===== src/rtl/ctlcop_pkg.sv =====
package ctlcop_pkg;
   localparam int unsigned NUM_CCMD = 8;
   localparam int unsigned NUM_STORE = 4;
   localparam int unsigned REG_ID = 0;
   localparam int unsigned REG_STORE_LO = 1;
   localparam int unsigned REG_CACHE = 5;
   localparam int unsigned REG_TLB = 6;
   localparam int unsigned TLB_OP_LO = 2;
   localparam int unsigned TLB_OP_HI = 6;
   localparam logic [NUM_CCMD-1:0] LINE_MASK = 8'b1110_0000;

   typedef enum logic [2:0] {
      CC_INV_BOTH = 3'd0,
      CC_INV_ICACHE = 3'd1,
      CC_INV_DCACHE = 3'd2,
      CC_CLEAN_DCACHE = 3'd3,
      CC_FLUSH_DCACHE = 3'd4,
      CC_INV_LINE = 3'd5,
      CC_CLEAN_LINE = 3'd6,
      CC_FLUSH_LINE = 3'd7
   } ccmd_e;

   function automatic int unsigned ccmd_opcode(input ccmd_e c);
      case (c)
         CC_INV_BOTH: return 28;
         CC_INV_ICACHE: return 20;
         CC_INV_DCACHE: return 12;
         CC_CLEAN_DCACHE: return 10;
         CC_FLUSH_DCACHE: return 14;
         CC_INV_LINE: return 13;
         CC_CLEAN_LINE: return 11;
         default: return 15;
      endcase
   endfunction
endpackage


===== src/rtl/ctlcop_wdec.sv =====
module ctlcop_wdec
   import ctlcop_pkg::*;
#(
   parameter int unsigned REG_W = 3,
   parameter int unsigned OP_W = 5
) (
   input logic wr_en,
   input logic [REG_W-1:0] reg_sel,
   input logic [OP_W-1:0] op_code,
   output logic [NUM_STORE-1:0] store_we,
   output logic [NUM_CCMD-1:0] ccmd_hit,
   output logic tlb_hit,
   output logic wr_err
);
   localparam logic [REG_W-1:0] SEL_CACHE = REG_W'(REG_CACHE);
   localparam logic [REG_W-1:0] SEL_TLB = REG_W'(REG_TLB);
   localparam logic [REG_W-1:0] SEL_LO = REG_W'(REG_STORE_LO);
   localparam logic [REG_W-1:0] SEL_HI = REG_W'(REG_STORE_LO + NUM_STORE - 1);

   logic op_zero;
   logic sel_store;
   logic sel_maint;

   assign op_zero = (op_code == '0);
   assign sel_store = (reg_sel >= SEL_LO) && (reg_sel <= SEL_HI);
   assign sel_maint = (reg_sel == SEL_CACHE) || (reg_sel == SEL_TLB);

   for (genvar i = 0; i < NUM_STORE; i++) begin : g_we
      assign store_we[i] = wr_en && op_zero && (reg_sel == REG_W'(REG_STORE_LO + i));
   end

   for (genvar c = 0; c < NUM_CCMD; c++) begin : g_ccmd
      localparam logic [OP_W-1:0] OPC = OP_W'(ccmd_opcode(ccmd_e'(c)));
      assign ccmd_hit[c] = wr_en && (reg_sel == SEL_CACHE) && (op_code == OPC);
   end

   assign tlb_hit = wr_en && (reg_sel == SEL_TLB)
                 && (op_code >= OP_W'(TLB_OP_LO)) && (op_code <= OP_W'(TLB_OP_HI));

   assign wr_err = wr_en && ((sel_store && !op_zero) || (!sel_store && !sel_maint));
endmodule


===== src/rtl/ctlcop_store.sv =====
module ctlcop_store #(
   parameter int unsigned DATA_W = 32,
   parameter int unsigned NREG = 4
) (
   input logic clk,
   input logic rst,
   input logic [NREG-1:0] we,
   input logic [DATA_W-1:0] wdata,
   output logic [NREG-1:0][DATA_W-1:0] q
);
   for (genvar i = 0; i < NREG; i++) begin : g_slot
      logic [DATA_W-1:0] val_q;
      always_ff @(posedge clk) begin
         if (rst) begin
            val_q <= '0;
         end else if (we[i]) begin
            val_q <= wdata;
         end
      end
      assign q[i] = val_q;
   end
endmodule


===== src/rtl/ctlcop_rmux.sv =====
module ctlcop_rmux
   import ctlcop_pkg::*;
#(
   parameter int unsigned DATA_W = 32,
   parameter int unsigned REG_W = 3,
   parameter int unsigned OP_W = 5,
   parameter logic [DATA_W-1:0] ID_WORD = '0,
   parameter logic [DATA_W-1:0] CTYPE_WORD = '0
) (
   input logic rd_en,
   input logic [REG_W-1:0] reg_sel,
   input logic [OP_W-1:0] op_code,
   input logic [NUM_STORE-1:0][DATA_W-1:0] store_q,
   output logic [DATA_W-1:0] rdata,
   output logic rd_err
);
   logic [NUM_STORE-1:0] st_hit;
   logic id_hit;
   logic ct_hit;

   for (genvar i = 0; i < NUM_STORE; i++) begin : g_hit
      assign st_hit[i] = (reg_sel == REG_W'(REG_STORE_LO + i)) && (op_code == '0);
   end
   assign id_hit = (reg_sel == REG_W'(REG_ID)) && (op_code == OP_W'(0));
   assign ct_hit = (reg_sel == REG_W'(REG_ID)) && (op_code == OP_W'(1));

   always_comb begin
      rdata = '0;
      if (rd_en) begin
         if (id_hit) rdata = ID_WORD;
         if (ct_hit) rdata = CTYPE_WORD;
         for (int i = 0; i < NUM_STORE; i++) begin
            if (st_hit[i]) rdata = store_q[i];
         end
      end
   end

   assign rd_err = rd_en && !(id_hit || ct_hit || (|st_hit));
endmodule


===== src/rtl/ctlcop_unit.sv =====
module ctlcop_unit
   import ctlcop_pkg::*;
#(
   parameter int unsigned DATA_W = 32,
   parameter int unsigned REG_W = 3,
   parameter int unsigned OP_W = 5,
   parameter logic [DATA_W-1:0] ID_WORD = 32'h4D11_0863,
   parameter logic [DATA_W-1:0] CTYPE_WORD = 32'h1D19_2D92
) (
   input logic clk,
   input logic rst,
   input logic wr_en,
   input logic rd_en,
   input logic [REG_W-1:0] reg_sel,
   input logic [OP_W-1:0] op_code,
   input logic [DATA_W-1:0] wdata,
   output logic [DATA_W-1:0] rdata,
   output logic [NUM_CCMD-1:0] cache_cmd,
   output logic [DATA_W-1:0] line_addr,
   output logic tlb_flush,
   output logic access_err,
   input logic irq_req,
   input logic irq_mask,
   output logic irq_take
);
   if (REG_W < 3) begin : g_bad_reg_w
      $error("ctlcop_unit: REG_W must be at least 3");
   end
   if (OP_W < 5) begin : g_bad_op_w
      $error("ctlcop_unit: OP_W must be at least 5");
   end
   if (DATA_W < 8) begin : g_bad_data_w
      $error("ctlcop_unit: DATA_W must be at least 8");
   end

   logic [NUM_STORE-1:0] store_we;
   logic [NUM_CCMD-1:0] ccmd_hit;
   logic tlb_hit;
   logic wr_err;
   logic rd_err;
   logic [NUM_STORE-1:0][DATA_W-1:0] store_q;

   ctlcop_wdec #(.REG_W(REG_W), .OP_W(OP_W)) wdec_i (
      .wr_en(wr_en), .reg_sel(reg_sel), .op_code(op_code),
      .store_we(store_we), .ccmd_hit(ccmd_hit), .tlb_hit(tlb_hit), .wr_err(wr_err)
   );

   ctlcop_store #(.DATA_W(DATA_W), .NREG(NUM_STORE)) store_i (
      .clk(clk), .rst(rst), .we(store_we), .wdata(wdata), .q(store_q)
   );

   ctlcop_rmux #(
      .DATA_W(DATA_W), .REG_W(REG_W), .OP_W(OP_W),
      .ID_WORD(ID_WORD), .CTYPE_WORD(CTYPE_WORD)
   ) rmux_i (
      .rd_en(rd_en), .reg_sel(reg_sel), .op_code(op_code),
      .store_q(store_q), .rdata(rdata), .rd_err(rd_err)
   );

   always_ff @(posedge clk) begin
      if (rst) begin
         cache_cmd <= '0;
         line_addr <= '0;
         tlb_flush <= 1'b0;
         access_err <= 1'b0;
      end else begin
         cache_cmd <= ccmd_hit;
         line_addr <= (|(ccmd_hit & LINE_MASK)) ? wdata : '0;
         tlb_flush <= tlb_hit;
         access_err <= wr_err || rd_err;
      end
   end

   assign irq_take = irq_req && !irq_mask;
endmodule


===== config.mk =====
export PLATFORM = sky130hd
export DESIGN_NAME = ctlcop_unit
export DESIGN_NICKNAME = d
export VERILOG_FILES = /design/src/rtl/ctlcop_pkg.sv /design/src/rtl/ctlcop_wdec.sv /design/src/rtl/ctlcop_store.sv /design/src/rtl/ctlcop_rmux.sv /design/src/rtl/ctlcop_unit.sv
export SDC_FILE = /design/constraint.sdc
export NUM_CORES = 1
export LEC_CHECK = 0
export ABC_AREA = 0
export BUFFER_PORTS_ARGS = -buffer_cell sky130_fd_sc_hd__buf_2
export CAP_MARGIN = 30
export CORE_AREA = 2 2 136 138
export CTS_BUF_LIST = sky130_fd_sc_hd__clkbuf_4
export CTS_CLUSTER_SIZE = 8
export DETAILED_ROUTE_END_ITERATION = 8
export DIE_AREA = 0 0 138 140
export GPL_TIMING_DRIVEN = 0
export REMOVE_ABC_BUFFERS = 1
export SYNTH_ARGS = -nofsm -noshare
export SYNTH_HDL_FRONTEND = slang
export SYNTH_SLANG_ARGS = --single-unit

===== constraint.sdc =====
create_clock -name clk -period 2.8 [get_ports clk]
set_input_delay 0.28 -clock clk [delete_from_list [all_inputs] [get_ports clk]]
set_output_delay 0.28 -clock clk [all_outputs]
set_load 0.01 [all_outputs]

# == After elaboration in Yosys (flattened, before gate mapping) ==
# Cells that the tools add are included.
# op_classes
order_cmp,4
eq_ne,15
bitwise_logic,1
n_reduce_logical,44
mux,7
# ops
op,count
two-way mux 32 bit,5
two-way mux 31 bit,2
"== test 5 x 4 -> 1 bit, second input constant",6
logical AND 1 bit,29
"== test 5 bit, second input constant",2
"== test 3 bit, second input constant",3
"== test 3 x 2 -> 1 bit, second input constant",2
"== test 5 x 1 -> 1 bit, second input constant",1
"greater-or-equal comparator 5 x 2 -> 1 bit, second input constant",1
"<= comparator 5 x 3 -> 1 bit, second input constant",1
logical NOT 1 bit,5
logical NOT 5 bit,1
logical OR 1 bit,5
OR reduction 4 bit,1
"== test 3 x 1 -> 1 bit, second input constant",1
"greater-or-equal comparator 3 x 1 -> 1 bit, second input constant",1
"<= comparator 3 bit, second input constant",1
logical NOT 3 bit,1
OR reduction 3 bit,1
OR reduction 2 bit,1
inverter 1 bit,1
# word_totals
elab_cells,79
register_bits,170
inputBits,46
output_inout_bits,75

# == Longest topological paths before layout ==
# Gate-level depths: netlist of run 1.
# logic_depth
depth_word,9
mapped_depth,8
ltp_nobuf,4

# == Hierarchy ==
# From an unflattened synthesis of run 1, not the netlist that was laid out.
# unflattened
cells_unflattened,774
area_unflattened_um2,7458.4
# by_module_without_submodules
module,area_each_um2,cells_per_inst,instances
ctlcop_store,4679.5,414,1
ctlcop_rmux,1318.8,233,1
ctlcop_unit,1231.2,94,1
ctlcop_wdec,229.0,33,1

# == Least setup slack after synthesis of run 1 ==
# OpenSTA, ideal clock, no wires.
# synth_path
path_type,input-to-output
from,input port op_code[1]
to,output port rdata[10]
stages,6
arrival_ps,1638
setup_slack_ps,882
path_cell_list,buf_2 or3_4 or4_1 buf_2 o2bb2ai_1 and3_1
# synth_between
elab_chain_cells,8
elab_cells_between_ends,13
classes_between,eq/ne: 1; mux: 6; reduce/logical: 6
# synth_lines
element,line,text
"start, declared",ctlcop_unit.sv:15,"input logic [OP_W-1:0] op_code,"
== test 5 x 1 -> 1 bit,ctlcop_rmux.sv:25,assign ct_hit = (reg_sel == REG_W'(REG_ID)) && (op_code == OP_W'(1));
logical AND 1 bit,ctlcop_rmux.sv:25,
two-way mux 31 bit,ctlcop_rmux.sv:31,if (ct_hit) rdata = CTYPE_WORD;
two-way mux 32 bit (3 in series),ctlcop_rmux.sv:33,if (st_hit[i]) rdata = store_q[i];
two-way mux 32 bit *,ctlcop_rmux.sv:33,
two-way mux 32 bit *,ctlcop_rmux.sv:29,if (rd_en) begin
"end, declared",ctlcop_unit.sv:17,"output logic [DATA_W-1:0] rdata,"
# Mark *: on every way between the ends. The rest lies on a longest branch, timed or not.

# == Worst setup path after layout of run 1 ==
# layout_path
from,input port reg_sel[2]
to,output port rdata[29]
# layout_between
elab_chain_cells,8
elab_cells_between_ends,16
classes_between,eq/ne: 4; mux: 6; reduce/logical: 6
# layout_lines
element,line,text
"start, declared",ctlcop_unit.sv:14,"input logic [REG_W-1:0] reg_sel,"
logical NOT 3 bit,ctlcop_rmux.sv:25,
logical AND 1 bit,ctlcop_rmux.sv:25,
two-way mux 31 bit,ctlcop_rmux.sv:31,
two-way mux 32 bit (3 in series),ctlcop_rmux.sv:33,
two-way mux 32 bit *,ctlcop_rmux.sv:33,
two-way mux 32 bit *,ctlcop_rmux.sv:29,
# Marked as above.

==> flow_metrics.tcl, run 1 <==
set metrics [dict create \
    crit_path_top_delay_cell "buf_2" \
    async_flop_share_pct 0 \
    num_rows 49 \
    synth_cells 882 \
    finalNetCount 1048 \
    clock-sinks 170 \
    setup_viol 0 \
    start_kind "primary input" \
    synth.top_cell.area_share_pct 48.61 \
    dieArea_um2 19320 \
    status "completed" \
    dr.pass1.iters 5 \
    wl_um 20450 \
    start_util_pct 39.38 \
    dp.cells 1177 \
    r2r_slack_ns 2.15 \
    r2r_cells 2 \
    r2r_end "store_i.g_slot[0].val_q[9]$_SDFFE_PP0P_" \
    area_growth_pct 21.27 \
    ys_seq_elements 170 \
    syn_area_per_cell_um2 7.938 \
    slew_violations 0 \
    totalPowerFinal_mw 3.991 \
    yosysWarnings 0 \
    clock_latency_ns 0.59 \
    cp-end-kind "output port" \
    hold_class "primary input to flip-flop" \
    drc 0 \
    detail-route-antenna-nets 0 \
    cts_tree "done" \
    io_buffers 120 \
    yosysMostFrequentCell "nand2_1" \
    routedWlPerCell_um 16.43 \
    ys_types 46 \
    crit_cells 7 \
    overflow 0 \
    vias 6414 \
    grt_pass1_wl_um 32540 \
    ys_seq_area_share_pct 48.61 \
    leakage_nw 3.496 \
    cp_top_family "buffers and inverters" \
    multi_input_area_um2 3318 \
    dp_hpwl_um 12760 \
    die_w_um 138 \
    peakVddDrop_mv 0.2093 \
    place_congestion 0.7289 \
    arrival_ns 2.46 \
    crit_buf_inv 3 \
    cts_max_level 4 \
    fillers 1817 \
    crit_start "reg_sel[2]" \
    required_ns 2.52 \
    cts_buffers 17 \
    synth_edf_count 0 \
    r2r-start "store_i.g_slot[0].val_q[9]$_SDFFE_PP0P_" \
    synth_top_cells_by_area "dfxtp_1 49%, nand2_1 12%, a21oi_1 8.7%" \
    pin_count 121 \
    path_cells "buf_2 -> nor3b_4 -> nand3_2 -> buf_8 -> mux2i_1 -> o31ai_1 -> buf_2" \
    drive_above_1_share_pct 17.83 \
    synthTopCellsByCount "219 x nand2_1, 170 x dfxtp_1, 122 x a21oi_1" \
    via_per_inst 5.152 \
    max_freq_ghz 0.3650 \
    synth_largest_area_cell "dfxtp_1" \
    slew_headroom_pct 40.59 \
    cp_max_fo 32 \
    path_class "primary input to output port" \
    cts-root-buf "clkbuf_4" \
    core-area_um2 17780 \
    drt_iter0_markers 508 \
    stdcell_count 1245 \
    min_period_ns 2.739 \
    clk_pin_slew_worst_paths_ns 0.15 \
    fin_worst_skew_ns 0 \
    slowest_delay_ns 0.50 \
    grt_pass1_vias 5918 \
    cap_violations 0 \
    grtUsageTotal_pct 21.14 \
    synth_ff_type "dfxtp_1" \
    antenna_found_initial 1 \
    grt_max_degree 75 \
    crit_path_end "rdata[29]" \
    die_h_um 140 \
    hold_viol 0 \
    regArea_um2 3403 \
    path_common_cell "buf_2" \
    cellPowerDensity_nw_per_um2 470.0 \
    mappedNetlistArea_um2 7002 \
    cts.path.max_buffers 2 \
    min_period_over_period_pct 97.84 \
    tightest_slew_ns 0.8885 \
]
==> cells in the final DEF, fill, tap and decap left out, types with 3 or more instances in the layout <==
master | synthesis | routed
o21ai_0 | 33 | 33
and3_1 | 11 | 10
buf_6 | 1 | 5
a21oi_1 | 122 | 122
nor3b_1 | 3 | 3
nor2b_1 | 4 | 4
a22oi_1 | 5 | 5
o2bb2ai_1 | 6 | 6
buf_16 | 0 | 3
dlygate4sd3_1 | 0 | 34
dfxtp_1 | 170 | 170
buf_8 | 0 | 8
o31ai_1 | 5 | 5
and2_1 | 32 | 32
inv_1 | 4 | 4
nand3_2 | 1 | 3
nor3_1 | 18 | 16
nand2b_1 | 4 | 4
clkbuf_4 | 0 | 19
clkinvlp_4 | 0 | 5
nor4_1 | 8 | 8
nand4_1 | 5 | 5
buf_2 | 19 | 118
nand3b_1 | 3 | 3
mux2i_1 | 37 | 37
nor2_1 | 71 | 71
nand2_1 | 219 | 219
inv_6 | 0 | 4
clkinv_1 | 0 | 3
o22ai_1 | 25 | 25
==> power breakdown <==
group / internal, mW / total [mW] / switching, mW
combinational: 0.112 / 0.301 / 0.189
sequential: 2.42 / 2.43 / 0.00148
clock: 0.360 / 1.26 / 0.905
total: 2.90 / 3.99 / 1.10
==> sequential cells by signal (all words and copies together), names as in the netlist <==
register              cells
cache_cmd                 8
line_addr                32
tlb_flush                 1
access_err                1
store_i.g_slot.val_q    128
==> worst reg2reg max path, delay by kind of cell (launching register included) <==
| family | cells | cell delay, ns |
|---|---|---|
| and+or+nand+nor | 1 | 0.06 |
| muxes | 1 | 0.13 |
| DFF | 1 | 0.34 |
==> how the worst min path moves through the flow <==
stage | startpoint | endpoint | cells after the start
after floorplan | rst | store_i.g_slot[1].val_q[0]$_SDFFE_PP0P_ | 1
after global placement | store_i.g_slot[3].val_q[27]$_SDFFE_PP0P_ | store_i.g_slot[3].val_q[27]$_SDFFE_PP0P_ | 2
after detailed placement | store_i.g_slot[3].val_q[27]$_SDFFE_PP0P_ | store_i.g_slot[3].val_q[27]$_SDFFE_PP0P_ | 2
after CTS | op_code[3] | tlb_flush$_SDFF_PP0_ | 3
after global routing | op_code[3] | tlb_flush$_SDFF_PP0_ | 3
final | op_code[3] | cache_cmd[1]$_SDFF_PP0_ | 3
==> metrics by stage <==
step	hold slack, ns	utilization (%)	instance area, µm²	TNS, ns	setup slack [ns]
floorplan	0.3491	-	6693	-9.885	-0.3089
global placement	0.4354	42.63	7580	-270.12	-2.142
detailed placement	0.4415	44.31	7878	-16.51	-0.6904
CTS	0.01201	47.69	8479	0	0.01042
global route	0.07845	47.76	8491	-0.003336	-0.003336
finish	0.08488	47.76	8491	0	0.06062
==> what timing repair did <==
| action | in CTS | in global routing |
|---|---|---|
| cloned | 0 | 0 |
| endpoints found under the setup margin | 22 | 7 |
| buffers inserted | 1 | 0 |
| hold buffers | 34 | 0 |
| endpoints found under the hold margin | 161 | 0 |
| resized for setup | 4 | 2 |
==> cell type report <==
type                    instances  area share (%)
flip-flops and latches        170           40.08
well taps                     229           3.375
multi-input cells             637           39.08
clock buffers                  18           1.592
repair buffers                172           14.52
inverters                       4          0.1768
diodes                          1         0.02947
clock inverters                14           1.149
==> layer usage <==
metal | GRT usage, % | share of wire (%)
met1 | 28.76 | 46
met2 | 33.79 | 47
met3 | 4.137 | 5.4
met4 | 7.143 | 1.7
met5 | 0 | 0
==> cell families after synthesis <==
kind of cell    share of synthesized area, %
simple gates                           25.59
compound gates                         15.89
flops                                  48.61
buf+inv                                4.628
mux                                    5.290
No activity file was read; power rests on OpenSTA's default activity.
==> run 2: changes to the inputs <==
Settings changed: CORE_AREA 2 2 136 138 to 2 2 122 124, DIE_AREA 0 0 138 140 to 0 0 124 126, PLACE_DENSITY set to 0.71, REMOVE_ABC_BUFFERS 1 to not set.
==> run 2 against run 1 <==
Clock skew unchanged. Die area decreased by 19%. Worst setup slack improved by 0.063 ns. Critical path type unchanged. Critical endpoint is now rdata[20]. Highest routed layer unchanged.
==> flow_metrics.tcl, run 2 (synthesized netlist as in run 1, its figures left out) <==
set metrics [dict create \
    setup_viol 0 \
    io_buffers 117 \
    largest_register_ffs 128 \
    cts_tree "done" \
    start_kind "primary input" \
    start_util_pct 48.92 \
    dieArea_um2 15620 \
    via_per_inst 5.527 \
    rsz0062_at_grt "false" \
    grt_max_degree 18 \
    setup_tns_ns 0 \
    finalNetCount 1102 \
    path_class "primary input to output port" \
    hold_class "primary input to flip-flop" \
    vias 6931 \
    slew_headroom_pct 39.26 \
    drc 0 \
    clock_latency_ns 0.60 \
    wl_um 22630 \
    final_common_cell "nand2_1" \
    p_switching_mw 1.197 \
    core-area_um2 14310 \
    overflow 0 \
    leakage_nw 3.551 \
    pin_count 121 \
    multi_input_area_um2 3281 \
    cp_max_fo 10 \
    place_congestion 0.9800 \
    drt_iter0_markers 661 \
    p_comb_share_pct 7.8 \
    layout_setup_ws_ns 0.1234 \
    detail-route-antenna-nets 0 \
    peakVddDrop_mv 0.3612 \
    dr.pass1.iters 5 \
    routedWlPerCell_um 18.05 \
    arrival_ns 2.40 \
    die_w_um 124 \
    cellPowerDensity_nw_per_um2 496.5 \
    max_freq_ghz 0.3736 \
    power_frac_seq_pct 57.6 \
    dp_hpwl_um 15000 \
    regArea_um2 3403 \
    cts.path.max_buffers 2 \
    fillers 1351 \
    p_clk_share_pct 34.6 \
    min_period_ns 2.677 \
    grt_pass1_wl_um 34670 \
    area_growth_pct 21.19 \
    num_rows 44 \
    clock-sinks 170 \
    top_regs "store_i.g_slot.val_q (128), line_addr (32), cache_cmd (8)" \
    cts-root-buf "clkbuf_4" \
    hold_viol 0 \
    die_h_um 126 \
    slew_violations 0 \
    grt_pass1_vias 6434 \
    sw_frac_of_total_pct 28.42 \
    fin_worst_skew_ns 0 \
    final_cell_mix "219 x nand2_1, 170 x dfxtp_1, 136 x buf_2" \
    top_register "store_i.g_slot.val_q" \
    cts_max_level 4 \
    clk_pin_slew_worst_paths_ns 0.15 \
    drive_above_1_share_pct 16.84 \
    status "completed" \
    synth_nets 928 \
    cp-end-kind "output port" \
    dp_slack_ns 0.1303 \
    cap_violations 0 \
    tightest_slew_ns 0.9087 \
    cts_buffers 17 \
    grtUsageTotal_pct 29.35 \
    antenna_found_initial 0 \
    required_ns 2.52 \
    p_int_mw 3.016 \
    min_period_over_period_pct 95.59 \
]
-- run 2: final timing paths --
kind,slack (ns),depth (start not counted),end,start
worst min-delay path,0.04,3,cache_cmd[0]$_SDFF_PP0_,op_code[1]
worst min register to register,0.46,2,store_i.g_slot[3].val_q[26]$_SDFFE_PP0P_,store_i.g_slot[3].val_q[26]$_SDFFE_PP0P_
worst max-delay path,0.12,8,rdata[20],reg_sel[1]
worst max register to register,2.12,2,store_i.g_slot[3].val_q[21]$_SDFFE_PP0P_,store_i.g_slot[3].val_q[21]$_SDFFE_PP0P_
-- run 2: final cells by class --
class / count / area share, %
Inverter: 4 / 0.1769
Clock buffer: 17 / 1.504
Timing Repair Buffer: 155 / 11.38
Buffer: 71 / 3.642
Antenna cell: 1 / 0.02949
Tap cell: 184 / 2.713
Multi-Input combinational cell: 637 / 38.66
Sequential cell: 170 / 40.11
Clock inverter: 15 / 1.784
-- run 2: power by group through the flow --
stage                     logic [mW]  registers (mW)  clock network [mW]
after detailed placement       0.277            2.48                   0
final                          0.328            2.43                1.46
after floorplan                0.139            2.48                   0
after global placement         0.277            2.48                   0
after global routing           0.350            2.43                1.58
after CTS                      0.317            2.43                1.46
-- run 2: what timing repair did --
action,in CTS,in global routing
setup endpoints to repair,0,1
setup buffers,0,0
hold buffers,37,1
hold endpoints to repair,163,1
resized for setup,0,1
-- run 2: worst max-delay path, stage by stage --
cell and delay (ns):
buf_2 0.12, buf_2 0.22, buf_1 0.44, nand3b_1 0.56, o22ai_1 0.33, nand2_1 0.08, and3_1 0.21, buf_2 0.15
-- run 2: metal layers --
layer | routed length (µm) | global-route usage, % | vias up
li1 | - | - | 3332
met1 | 9337 | 37.77 | 3220
met2 | 10690 | 47.51 | 309
met3 | 1891 | 6.658 | 70
met4 | 713 | 11.70 | 0
met5 | 0 | 0 | -
-- run 2: per-stage QoR --
stage               power (mW)  instance area (µm²)  utilization [%]  std cells  hold WS [ns]
floorplan                2.618                 7002                -        882        0.4017
global placement         2.755                 7818            54.62       1183        0.4344
detailed placement       2.756                 7818            54.62       1183        0.4427
CTS                      4.205                 8467            59.15       1252     0.0008986
global route             4.360                 8483            59.27       1253       0.01624
finish                   4.213                 8486            59.28       1254       0.03648
